[src/rtl/ras_pkg.sv]
package ras_pkg;

    typedef enum logic [1:0] {
        OCC_EMPTY   = 2'd0,
        OCC_PARTIAL = 2'd1,
        OCC_FULL    = 2'd2
    } occ_e;

endpackage

[src/rtl/ras_stack.sv]
module ras_stack
    import ras_pkg::*;
#(
    parameter int DEPTH = 8,
    parameter int AW    = 32
) (
    input  logic          clk,
    input  logic          rst_n,
    input  logic          push,
    input  logic          pop,
    input  logic [AW-1:0] link_in,
    output logic [AW-1:0] top_addr,
    output logic          top_hit
);

    localparam int PW = (DEPTH > 1) ? $clog2(DEPTH) : 1;
    localparam int CW = $clog2(DEPTH + 1);
    localparam logic [PW-1:0] LAST_SLOT = PW'(DEPTH - 1);
    localparam logic [CW-1:0] FULL_CNT  = CW'(DEPTH);

    logic [AW-1:0] slot_q [DEPTH];
    logic [PW-1:0] tos_q, tos_up, tos_dn;
    logic [CW-1:0] cnt_q, cnt_nxt;
    occ_e          state_q, state_nxt;

    logic push_only, pop_only, swap;

    assign push_only = push & ~pop;
    assign pop_only  = pop & ~push;
    assign swap      = push & pop;
    assign tos_up    = (tos_q == LAST_SLOT) ? '0 : tos_q + 1'b1;
    assign tos_dn    = (tos_q == '0) ? LAST_SLOT : tos_q - 1'b1;

    // state register
    always_ff @(posedge clk) begin
        if (!rst_n) begin
            state_q <= OCC_EMPTY;
            cnt_q   <= '0;
        end else begin
            state_q <= state_nxt;
            cnt_q   <= cnt_nxt;
        end
    end

    // next state and count
    always_comb begin
        state_nxt = state_q;
        cnt_nxt   = cnt_q;
        unique case (state_q)
            OCC_EMPTY: begin
                if (push) begin
                    cnt_nxt   = CW'(1);
                    state_nxt = (DEPTH == 1) ? OCC_FULL : OCC_PARTIAL;
                end
            end
            OCC_PARTIAL: begin
                if (push_only) begin
                    cnt_nxt = cnt_q + 1'b1;
                    if (cnt_q == FULL_CNT - 1'b1) state_nxt = OCC_FULL;
                end else if (pop_only) begin
                    cnt_nxt = cnt_q - 1'b1;
                    if (cnt_q == CW'(1)) state_nxt = OCC_EMPTY;
                end
            end
            OCC_FULL: begin
                if (pop_only) begin
                    cnt_nxt   = cnt_q - 1'b1;
                    state_nxt = (DEPTH == 1) ? OCC_EMPTY : OCC_PARTIAL;
                end
            end
            default: begin
                state_nxt = OCC_EMPTY;
                cnt_nxt   = '0;
            end
        endcase
    end

    // storage and pointer
    always_ff @(posedge clk) begin
        if (!rst_n) begin
            tos_q <= '0;
            for (int i = 0; i < DEPTH; i++) slot_q[i] <= '0;
        end else if (push_only) begin
            tos_q         <= tos_up;
            slot_q[tos_up] <= link_in;
        end else if (swap) begin
            slot_q[tos_q] <= link_in;
        end else if (pop_only && state_q != OCC_EMPTY) begin
            tos_q <= tos_dn;
        end
    end

    // outputs
    always_comb begin
        top_addr = slot_q[tos_q];
        unique case (state_q)
            OCC_EMPTY:   top_hit = 1'b0;
            OCC_PARTIAL: top_hit = 1'b1;
            OCC_FULL:    top_hit = 1'b1;
            default:     top_hit = 1'b0;
        endcase
    end

    AST_OCC_MATCHES_COUNT: assert property (@(posedge clk) disable iff (!rst_n)
        ((state_q == OCC_EMPTY) == (cnt_q == '0)) &&
        ((state_q == OCC_FULL) == (cnt_q == FULL_CNT)));

    AST_PUSH_GROWS: assert property (@(posedge clk) disable iff (!rst_n)
        (push_only && state_q != OCC_FULL) |=> (cnt_q == $past(cnt_q) + 1'b1));

endmodule

[src/rtl/ras_pipe.sv]
module ras_pipe #(
    parameter int STAGES = 2,
    parameter int AW     = 32
) (
    input  logic          clk,
    input  logic          rst_n,
    input  logic          flush,
    input  logic          in_vld,
    input  logic          in_hit,
    input  logic [AW-1:0] in_addr,
    output logic          out_vld,
    output logic          out_hit,
    output logic [AW-1:0] out_addr
);

    logic          vld_q  [STAGES];
    logic          hit_q  [STAGES];
    logic [AW-1:0] addr_q [STAGES];

    for (genvar s = 0; s < STAGES; s++) begin : g_stage
        logic          src_vld, src_hit;
        logic [AW-1:0] src_addr;
        if (s == 0) begin : g_head
            assign src_vld  = in_vld;
            assign src_hit  = in_hit;
            assign src_addr = in_addr;
        end else begin : g_body
            assign src_vld  = vld_q[s-1];
            assign src_hit  = hit_q[s-1];
            assign src_addr = addr_q[s-1];
        end
        always_ff @(posedge clk) begin
            if (!rst_n) begin
                vld_q[s]  <= 1'b0;
                hit_q[s]  <= 1'b0;
                addr_q[s] <= '0;
            end else begin
                vld_q[s]  <= src_vld & ~flush;
                hit_q[s]  <= src_hit;
                addr_q[s] <= src_addr;
            end
        end
    end

    assign out_vld  = vld_q[STAGES-1];
    assign out_hit  = hit_q[STAGES-1];
    assign out_addr = addr_q[STAGES-1];

endmodule

[src/rtl/ras_verify.sv]
module ras_verify #(
    parameter int AW       = 32,
    parameter bit SLOW_CMP = 1'b0
) (
    input  logic          clk,
    input  logic          rst_n,
    input  logic          slot_vld,
    input  logic          slot_hit,
    input  logic [AW-1:0] slot_addr,
    input  logic [AW-1:0] rf_link_val,
    input  logic          older_flush,
    output logic          fix_valid,
    output logic [AW-1:0] fix_pc,
    output logic          kill_f1,
    output logic          kill_f2,
    output logic          kill_d1
);

    logic miss;

    assign miss      = ~slot_hit | (slot_addr != rf_link_val);
    assign fix_valid = slot_vld & ~older_flush & miss;
    assign fix_pc    = fix_valid ? rf_link_val : '0;
    assign kill_f1   = fix_valid;
    assign kill_f2   = fix_valid;

    if (SLOW_CMP) begin : g_slow
        assign kill_d1 = fix_valid;
    end else begin : g_fast
        assign kill_d1 = 1'b0;
    end

    AST_KILL_ORDER: assert property (@(posedge clk) disable iff (!rst_n)
        kill_d1 |-> (kill_f1 && kill_f2));

    AST_MATCH_QUIET: assert property (@(posedge clk) disable iff (!rst_n)
        (slot_vld && slot_hit && slot_addr == rf_link_val) |-> !(kill_f1 || kill_d1));

endmodule

[src/rtl/ras_predictor.sv]
module ras_predictor #(
    parameter int AW        = 32,
    parameter int DEPTH     = 8,
    parameter bit USE_STACK = 1'b1,
    parameter bit SLOW_CMP  = 1'b0
) (
    input  logic          clk,
    input  logic          rst_n,
    input  logic          d2_valid,
    input  logic          d2_is_call,
    input  logic          d2_is_ret,
    input  logic [AW-1:0] d2_link_addr,
    input  logic [AW-1:0] rf_link_val,
    input  logic          older_flush,
    output logic          redir_valid,
    output logic [AW-1:0] redir_pc,
    output logic          redir_hit,
    output logic          fix_valid,
    output logic [AW-1:0] fix_pc,
    output logic          kill_f1,
    output logic          kill_f2,
    output logic          kill_d1
);

    localparam int CARRY = 2; // D2 -> RN -> RF

    logic          dec_call, dec_ret;
    logic          p_hit;
    logic [AW-1:0] p_addr;
    logic          chk_vld, chk_hit;
    logic [AW-1:0] chk_addr;

    assign dec_call = d2_valid & d2_is_call & ~older_flush;
    assign dec_ret  = d2_valid & d2_is_ret & ~older_flush;

    if (USE_STACK) begin : g_stack
        logic [AW-1:0] top_addr;
        logic          top_hit;
        ras_stack #(.DEPTH(DEPTH), .AW(AW)) stack_i (
            .clk(clk), .rst_n(rst_n), .push(dec_call), .pop(dec_ret),
            .link_in(d2_link_addr), .top_addr(top_addr), .top_hit(top_hit)
        );
        assign redir_valid = dec_ret;
        assign redir_pc    = dec_ret ? top_addr : '0;
        assign redir_hit   = dec_ret & top_hit;
        assign p_hit       = top_hit;
        assign p_addr      = top_addr;
    end else begin : g_nostack
        logic unused_call;
        assign unused_call = dec_call ^ (^d2_link_addr);
        assign redir_valid = 1'b0;
        assign redir_pc    = '0;
        assign redir_hit   = 1'b0;
        assign p_hit       = 1'b0;
        assign p_addr      = '0;
    end

    ras_pipe #(.STAGES(CARRY), .AW(AW)) pipe_i (
        .clk(clk), .rst_n(rst_n), .flush(older_flush),
        .in_vld(dec_ret), .in_hit(p_hit), .in_addr(p_addr),
        .out_vld(chk_vld), .out_hit(chk_hit), .out_addr(chk_addr)
    );

    ras_verify #(.AW(AW), .SLOW_CMP(SLOW_CMP)) verify_i (
        .clk(clk), .rst_n(rst_n),
        .slot_vld(chk_vld), .slot_hit(chk_hit), .slot_addr(chk_addr),
        .rf_link_val(rf_link_val), .older_flush(older_flush),
        .fix_valid(fix_valid), .fix_pc(fix_pc),
        .kill_f1(kill_f1), .kill_f2(kill_f2), .kill_d1(kill_d1)
    );

    // cycles since reset, saturating, for history-based checks
    logic [1:0] age_q;
    always_ff @(posedge clk) begin
        if (!rst_n)           age_q <= '0;
        else if (age_q != 2'd3) age_q <= age_q + 1'b1;
    end

    AST_REDIR_NEEDS_RET: assert property (@(posedge clk) disable iff (!rst_n)
        redir_valid |-> (d2_valid && d2_is_ret && !older_flush));

    AST_FIX_AFTER_RET: assert property (@(posedge clk) disable iff (!rst_n)
        (fix_valid && age_q >= 2'd2) |-> $past(d2_valid && d2_is_ret, 2));

    AST_FLUSH_SILENCE: assert property (@(posedge clk) disable iff (!rst_n)
        older_flush |=> !fix_valid);

endmodule

[config.mk]
export PLATFORM = sky130hd
export DESIGN_NAME = ras_predictor
export DESIGN_NICKNAME = d
export VERILOG_FILES = /design/src/rtl/ras_pkg.sv /design/src/rtl/ras_stack.sv /design/src/rtl/ras_pipe.sv /design/src/rtl/ras_verify.sv /design/src/rtl/ras_predictor.sv
export SDC_FILE = /design/constraint.sdc
export NUM_CORES = 1
export LEC_CHECK = 0
export BUFFER_PORTS_ARGS = -buffer_cell sky130_fd_sc_hd__buf_2
export CAP_MARGIN = 20
export CORE_AREA = 3 3 196 198
export DETAILED_ROUTE_END_ITERATION = 10
export DIE_AREA = 0 0 199 201
export HOLD_SLACK_MARGIN = 0.08
export PLACE_DENSITY = 0.63
export SLEW_MARGIN = 20
export SYNTH_ARGS = -nofsm -noshare
export SYNTH_HDL_FRONTEND = slang
export SYNTH_SLANG_ARGS = --single-unit
[constraint.sdc]
create_clock -name clk -period 5.8 [get_ports clk]
set_clock_uncertainty 0.1 [all_clocks]
set_input_delay 0.87 -clock clk [delete_from_list [all_inputs] [get_ports clk]]
set_output_delay 0.87 -clock clk [all_outputs]
set_load 0.01 [all_outputs]
; ---- Yosys cells after proc, flatten, opt, wreduce, memory -nomap -nowiden
; Memories as Yosys holds them, arrays and structs flattened. A register that Yosys moved wholly into a read port is not among the register bits.
; Cells that the tools add are included.
[totals]
ff_bits = 9
latchBits = 0
ram_bits = 324
rom_bits = 0
output_inout_bits = 70
n_memories = 4
[mem_list]
columns = memory, words, width, rd, rd_clocked_by_memory_dff, write_ports, line
row1 = g_stack.stack_i.slot_q, 8, 32, 1, 1, 8, ras_stack.sv:21  ; logic [AW-1:0] slot_q [DEPTH];
row2 = pipe_i.addr_q, 2, 32, 2, 0, 2, ras_pipe.sv:18  ; logic [AW-1:0] addr_q [STAGES];
row3 = pipe_i.hit_q, 2, 1, 2, 0, 2, ras_pipe.sv:17  ; logic hit_q [STAGES];
row4 = pipe_i.vld_q, 2, 1, 2, 0, 2, ras_pipe.sv:16  ; logic vld_q [STAGES];
[op_classes]
addsub = 4
multipliers = 0
div_mod_pow = 0
magnitude_cmp = 0
n_eq_ne = 12
n_shift = 0
muxes = 42
bitwise = 23
reduce_logical = 10
[ops]
columns = cell, n
row1 = $mux 32, 6
row2 = $reduce_or 32->1, 2
row3 = $ne 32x32->1, 1
row4 = $mux 3, 9
row5 = $mux 1, 16
row6 = $and 1x1->1, 12
row7 = $mux 2, 6
row8 = $mux 4, 3
row9 = $pmux 4 s3, 1
row10 = $or 1x1->1, 7
row11 = $ne 2x1->1 const B, 3
row12 = $ne 3x1->1 const B, 2
row13 = $pmux 2 s3, 1
row14 = $reduce_and 5->1, 1
row15 = $add 4x1->4 const B, 1
row16 = $eq 4x1->1 const B, 1
row17 = $eq 4x3->1 const B, 1
row18 = $not 1->1, 4
row19 = $reduce_bool 2->1, 2
row20 = $sub 4x1->4 const B, 1
row21 = $add 3x1->3 const B, 1
row22 = $eq 3x3->1 const B, 1
row23 = $logic_not 3->1, 1
row24 = $ne 3x3->1 const B, 1
row25 = other kinds (7), 7

; ---- Longest topological paths before layout
; Gate-level depths: netlist (run 1).
[depth]
depth_word = 10
ltp_mapped = 8
ltp_nobuf = 7

; ---- Modules after synthesis
; A second synthesis (run 1) with hierarchy kept.
[unflattened]
cells_unflattened = 1052
area_unflattened_um2 = 15349.7
[modules_own_cells]
columns = mod, instances, cells_per_inst, area_per_inst_um2
row1 = ras_stack, 1, 781, 12370.6
row2 = ras_pipe, 1, 143, 1871.8
row3 = ras_verify, 1, 84, 695.7
row4 = ras_predictor, 1, 44, 411.6

; ---- Worst setup path after synthesis (run 1)
; No wires, ideal clock.
[synth_path]
path_type = input-to-reg
start = input port rst_n
end = memory g_stack.stack_i.slot_q[4][0] (enable)
arrival_ps = 3758
required_ps = 5234
path_slack_ps = 1476
cell_stages = 4
path_buffers = 1
cell_sequence = clkbuf_1 -> and3_2 -> o21ai_2 -> o21ai_0
[synth_rtl]
columns = item, line
row1 = start: declaration, ras_predictor.sv:8  ; input logic rst_n,
row2 = end: declaration, ras_stack.sv:21

==> summary.txt, run 1 <==
Run status
  • Run status: complete, no violations

Critical path
  • CP required: 4.83 ns
  • Worst Path Buf+Inv: 2
  • CP Launch Type: flop
  • Crit path largest cell delay: 0.87 ns
  • Cell Chain, Critical Path: buf_4 -> mux4_2 -> mux2i_1 -> nor2_1 -> buf_2
  • Setup CP Type: flop to primary output
  • Slowest CP cell: dfxtp_4
  • Crit. End Element: primary output
  • R2R Setup Slk: 2.74 ns
  • Top delay family on crit path: multiplexers
  • Arr. time, crit path: 3.03 ns
  • Crit path max fanout: 36

Floorplanning
  • Ports: 140
  • Die Y-Extent: 201 um
  • Cell Rows: 70
  • Die width: 199 um
  • Full die area: 40000 sq um
  • Initial Util: 41.16%
  • Core area: 36700 sq um

Drt
  • Wire per inst: 21.05 um
  • Wirelength, routed: 35.57 mm
  • Via density: 5.087
  • Routed Antenna Nets: 0
  • Drt pass-1 iters: 4
  • Initial DRC count: 579
  • Post-route DRC: 0
  • Total number of vias: 8597

Yosys
  • Post-synthesis cell count: 1066
  • #FFs+latches synth: 336
  • Syn_area_per_cell: 14.17 sq um
  • Part of the Yosys area used for sequential elements: 61.49%
  • Area of the mapped netlist: 15110 sq um
  • Ys Warns: 0
  • Synthesized Nets: 1148
  • Synth unique cells: 53

STA
  • Slew Limit Fails: 0
  • Final Hold Fails: 0
  • FMAX: 0.2500 GHz
  • Fin crit period: 4.000 ns
  • Setup-failing EPs final: 0
  • Final period util: 68.97%
  • Setup TNS: 0 ns
  • Relative slew slack: 35.38%
  • RSZ-0062 raised after global routing: false
  • Worst-margin pin slew: 0.9693 ns

Clock tree
  • Post-cts gate resize count: 0
  • Max clock buf depth: 3
  • Clk sinks: 336
  • Clock Root Buffer: clkbuf_16
  • Clock transition at path regs: 0.06 ns
  • Htree depth: 2
  • Post-cts hold buffer count: 0
  • Clock Latency Late Sink: 0.52 ns
  • CTS tree: yes
  • Total CTS buffers: 37
  • Post-CTS Setup Bufs: 0

Final layout
  • Share of layout cells above drive strength 1: 24.88%
  • ANT cells: 0
  • Layout fillers: 3197
  • Post-route design area: 17360 sq um
  • Final-stage net count: 1276
  • Syn-to-layout area delta: 14.94%

GRT
  • Pin count of the biggest net entering global routing: 64
  • Grt ovf: 0
  • Number of global-route vias before repair: 8760
  • Initial antenna violation count: 2
  • First-pass GRT wire length: 53.90 mm
  • All-Layer GR Usage: 17.86%

Worst hold path
  • Worst hold path class: flop to flop

Job
  • Max Cap Viol: 0

Placed design
  • Port Buf Inserts: 138
  • GP Congestion: 0.7827
  • Placed instance area: 16210 sq um
  • Hpwl dp: 23.13 mm

Power
  • Leakage: 6.557 nW
  • Power Density: 311.3 nW/um^2
  • Worst VDD drop: 198.9 uV
  • Pwr Total: 5.404 mW
## worst reg2reg max path, stage by stage, from the launching register on
cell and delay [ns]:
dfxtp_1 0.45, inv_1 0.18, ha_1 0.34, nand2b_1 0.16, nor3b_1 0.26, o21ai_2 0.19
o21ai_4 0.62, buf_4 0.43
## power breakdown
group          internal, mW  switching [mW]  total (mW)  leakage (nW)
Combinational         0.182           0.254       0.435          2.69
Clock                  1.29           0.936        2.23         0.569
Sequential             2.69          0.0563        2.74          3.30
## metrics by stage
step	utilization (%)	worst slack, ns	hold slack (ns)	instances
floorplan	-	1.476	0.3045	1066
global placement	44.16	2.057	0.3104	1623
detailed placement	44.16	2.027	0.3179	1623
CTS	47.31	1.697	0.3281	1690
global route	47.31	1.532	0.3320	1690
finish	47.31	1.800	0.3254	1690
## cells in the mapped netlist, drive strengths merged
cell       n  area, sq um
or2        1        6.260
nand4      6        37.54
inv       13        48.80
a22o       1        8.760
nand2     13        51.30
a21boi     1        7.510
xnor2     30        262.8
nor2      49        244.0
nand2b     3        18.77
nand3      7        35.03
a31oi      2        12.51
a21oi      8        40.04
and3b      1        8.760
nor2b     35        221.5
dfxtp     80         1602
a211oi     2        15.01
or3        1        6.260
a22oi      1        7.510
ha        12        150.1
nor3       3        15.01
nor3b      4        35.03
nor4bb     1        10.01
mux4      64         1441
and3       8        51.30
edfxtp   256         7687
o211ai     3        22.52
mux2i     35        362.8
clkbuf    22        82.58
buf       43        316.5
nand3b     4        42.54
nor4b      1        8.760
nand4bb    1        11.26
conb       1        3.750
o21ai     19        117.6
nor4       2        12.51
and2     323         2021
o31ai      4        30.03
o311ai     1        8.760
o21a       2        15.01
xor2       3        26.28
## cell families after synthesis
logic type      Yosys count  synth area share (%)
flops                   336                 61.49
simple gates            463                 18.78
fa+ha+maj                12                0.9939
other cells               1               0.02483
compound gates           44                 1.889
mux                      99                 11.94
xor+xnor                 33                 1.913
buf+inv                  78                 2.965
## routing by layer
layer	up-vias	track usage (%)	share of wire, %
li1	4022	-	-
met1	4269	23.73	43
met2	249	30.37	49
met3	53	2.988	5.0
met4	4	4.895	2.3
met5	-	0	0.096
## state kept, by name (all words and copies together), names as in the netlist, named ones only
signal                   cells
g_stack.stack_i.slot_q     256
pipe_i.addr_q               64
g_stack.stack_i.cnt_q        4
g_stack.stack_i.tos_q        3
g_stack.stack_i.state_q      2
pipe_i.hit_q                 2
pipe_i.vld_q                 2
## placed cells by master (no fill, tap or decap), drive strengths merged, types with 19 or more instances in the layout
cell	instances
clkbuf	49
o21ai	19
nor2b	35
mux2i	35
dfxtp	80
xnor2	30
edfxtp	256
mux4	64
and2	323
nor2	49
buf	154
## layout make-up
| type | instances | area [sq um] | share of cell area (%) |
|---|---|---|---|
| clock inverters | 18 | 98.84 | 0.5693 |
| clock buffers | 49 | 1059 | 6.096 |
| well taps | 468 | 585.6 | 3.372 |
| repair buffers | 154 | 810.8 | 4.670 |
| inverters | 13 | 48.80 | 0.2810 |
| flip-flops and latches | 336 | 9295 | 53.53 |
| multi-input cells | 652 | 5465 | 31.48 |
## final timing paths
path                                 start                             to  depth (start not counted)
hold reg to reg            pipe_i.vld_q[0]                pipe_i.vld_q[1]                          2
hold / removal             pipe_i.vld_q[0]                pipe_i.vld_q[1]                          2
setup / recovery                      flop                   redir_pc[31]                          5
setup reg to reg  g_stack.stack_i.tos_q[0]  g_stack.stack_i.slot_q[0][24]                          7
Power figures use the tool's default switching activity.
==> run 2: changes to the inputs <==
- PLACE_DENSITY: 0.63 -> 0.66
- clock period: 5.8 -> 3.6 ns (I/O delays scaled with it)
==> run 2 against run 1 <==
  * Worst setup slack worse by 1.4 ns
  * Worst hold slack worse by 0.13 ns
  * Total power is 58% higher
  * Sequential power is 61% higher
  * Clock power is 52% higher
  * Register-to-register slack worse by 2.0 ns
  * Critical path type unchanged
  * Largest power group unchanged
==> summary.txt, run 2 (synthesis results as in run 1) <==
Clock tree
  • Clock Root Buffer: clkbuf_16 (unchanged)
  • CTS tree: yes (unchanged)
  • Post-CTS Setup Bufs: 0 (unchanged)
  • Htree depth: 2 (unchanged)
  • Clock Latency Late Sink: 0.51 ns (was 0.52 ns)
  • Post-cts hold buffer count: 0 (unchanged)
  • Clk sinks: 336 (unchanged)
  • Total CTS buffers: 35 (was 37)
  • Clock transition at path regs: 0.06 ns (about the same)
  • Post-cts gate resize count: 0 (unchanged)
  • Max clock buf depth: 3 (unchanged)

GRT
  • Met2 Use GR: 30.91% (was 30.37%)
  • Initial antenna violation count: 3 (was 2)
  • First-pass GRT wire length: 54.74 mm (was 53.90 mm)
  • Grt ovf: 0 (unchanged)
  • Met3 Usage GRT: 3.290% (was 2.988%)
  • GRT Max-Usage Layer: met2 (unchanged)
  • M1 GR Usage: 23.29% (was 23.73%)
  • Pin count of the biggest net entering global routing: 88 (was 64)
  • All-Layer GR Usage: 18.03% (was 17.86%)
  • Number of global-route vias before repair: 8932 (was 8760)

Placed design
  • Hpwl dp: 21.79 mm (was 23.13 mm)
  • Port Buf Inserts: 138 (unchanged)
  • Dpl cells: 1631 (was 1623)
  • GP Congestion: 0.7850 (was 0.7827)

Worst hold path
  • Hold_sp: older_flush (was pipe_i.vld_q[0])
  • Worst hold path class: input pin to flop (was flop to flop)
  • Min-Delay Endpoint: pipe_i.vld_q[1] (unchanged)
  • Hold depth: 2 (unchanged)

Critical path
  • Crit path largest cell delay: 0.49 ns (was 0.87 ns)
  • Critical R2R Capture: g_stack.stack_i.slot_q[1][19] (was g_stack.stack_i.slot_q[0][24])
  • R2r startpoint: g_stack.stack_i.tos_q[0] (unchanged)
  • Setup CP Type: flop to primary output (unchanged)
  • Crit. End Element: primary output (unchanged)
  • Crit path max fanout: 35 (was 36)
  • Slowest CP cell: a31oi_2 (was dfxtp_4)
  • CP required: 2.96 ns (was 4.83 ns)
  • R2R cell count: 7 (unchanged)
  • Cell Chain, Critical Path: xnor2_1 -> nand4_1 -> nor4_1 -> a31oi_2 -> and2_1 -> buf_2 (was buf_4 -> mux4_2 -> mux2i_1 -> nor2_1 -> buf_2)
  • CP Launch Type: flop (unchanged)
  • Crit path from: pipe_i.addr_q[1][3]
  • R2R Setup Slk: 0.78 ns (was 2.74 ns)
  • Arr. time, crit path: 2.58 ns (was 3.03 ns)

STA
  • Relative slew slack: 33.28% (was 35.38%)
  • Slew Limit Fails: 0 (unchanged)
  • Final period util: 89.54%
  • Final Hold Fails: 0 (unchanged)
  • RSZ-0062 raised after global routing: false (unchanged)
  • Fin crit period: 3.223 ns
  • Worst-margin pin slew: 0.9976 ns (was 0.9693 ns)
  • FMAX: 0.3102 GHz
  • Setup-failing EPs final: 0 (unchanged)
  • Setup TNS: 0 ns (unchanged)

Power
  • Leakage: 6.598 nW (was 6.557 nW)
  • Worst VDD drop: 276.5 uV (was 198.9 uV)
  • Power Density: 487.5 nW/um^2 (was 311.3 nW/um^2)

Floorplanning
  • Ports: 140 (unchanged)
  • Initial Util: 41.16% (unchanged)
  • Cell Rows: 70 (unchanged)
  • Die Y-Extent: 201 um (unchanged)
  • Full die area: 40000 sq um (unchanged)
  • Die width: 199 um (unchanged)
  • Core area: 36700 sq um (unchanged)

Final layout
  • Most common cell after layout, fill and taps aside: and2_1 (unchanged)
  • Most frequent cells in the layout: 323 x and2_1, 256 x edfxtp_1, 138 x buf_2 (unchanged)
  • Syn-to-layout area delta: 15.69% (was 14.94%)
  • Final-stage net count: 1282 (was 1276)
  • Share of layout cells above drive strength 1: 25.12% (was 24.88%)
  • Largest reg by FF count: g_stack.stack_i.slot_q (unchanged)
  • Largest regs: g_stack.stack_i.slot_q (256), pipe_i.addr_q (64), g_stack.stack_i.cnt_q (4) (unchanged)
  • Max reg flops: 256 (unchanged)
  • Finished Layout Cells: 1695 (was 1690)

Job
  • Max Cap Viol: 0 (unchanged)

Drt
  • Wirelength, routed: 36.06 mm (was 35.57 mm)
  • Wire per inst: 21.28 um (was 21.05 um)
  • Routed Antenna Nets: 0 (unchanged)
  • Via density: 5.137 (was 5.087)
  • Post-route DRC: 0 (unchanged)
  • Initial DRC count: 740 (was 579)
  • Total number of vias: 8707 (was 8597)
  • Drt pass-1 iters: 5 (was 4)

Run status
  • Run status: complete, no violations (unchanged)
## run 2: cell count changes in the layout (fill, tap and decap cells not counted), sizes merged
cell and delta:
buf +8, clkinv -4, clkinvlp -1, clkbuf +2, inv -1, diode +1
## run 2: through the flow
step / worst slack [ns] / cell area (sq um) / power, mW / utilization, % / hold slack (ns)
3_3_place_gp: 0.4867 / 16390 / 5.211 / 44.66 / 0.3107
4_1_cts: 0.3027 / 17470 / 8.601 / 47.61 / 0.1790
3_5_place_dp: 0.4678 / 16390 / 5.226 / 44.66 / 0.3167
6_report: 0.3766 / 17480 / 8.519 / 47.62 / 0.1944
5_1_grt: 0.1558 / 17480 / 8.832 / 47.62 / 0.2021
2_1_floorplan: -0.6200 / 15110 / 4.931 / - / 0.3045
## run 2: per-layer routing
metal / vias to the layer above / wire length, um
li1: 4048 / -
met1: 4304 / 15270
met2: 287 / 17730
met3: 64 / 2096
met4: 4 / 945
met5: - / 21
## run 2: how the worst max path moves through the flow
stage	slack, ns	endpoint
after floorplan	-0.62	g_stack.stack_i.slot_q[4][0]
after global placement	0.49	fix_pc[4]
after detailed placement	0.47	fix_pc[11]
after CTS	0.30	fix_pc[11]
after global routing	0.16	fix_pc[1]
final	0.38	fix_pc[9]
## run 2: worst max-delay path: cells and delay by family, from the launching register on
family                 cells  cell delay [ns]
AND/OR/NAND/NOR            3             0.94
AO/OA/AOI/OAI              1             0.49
flip-flops                 1             0.31
XOR/XNOR                   1             0.20
buffers and inverters      1             0.14
## run 2: where the power goes
group | internal, mW | total, mW | switching (mW)
combinational | 0.302 | 0.742 | 0.440
sequential | 4.33 | 4.40 | 0.0656
clock | 1.95 | 3.38 | 1.43
## run 2: cell type report
class,instances,area (sq um)
Clock inverter,12,80.08
Multi-Input combinational cell,652,5465
Antenna cell,1,2.502
Clock buffer,51,1002
Tap cell,468,585.6
Sequential cell,336,9295
Fill cell,3142,19220
Timing Repair Buffer,162,996.0
Inverter,13,48.80
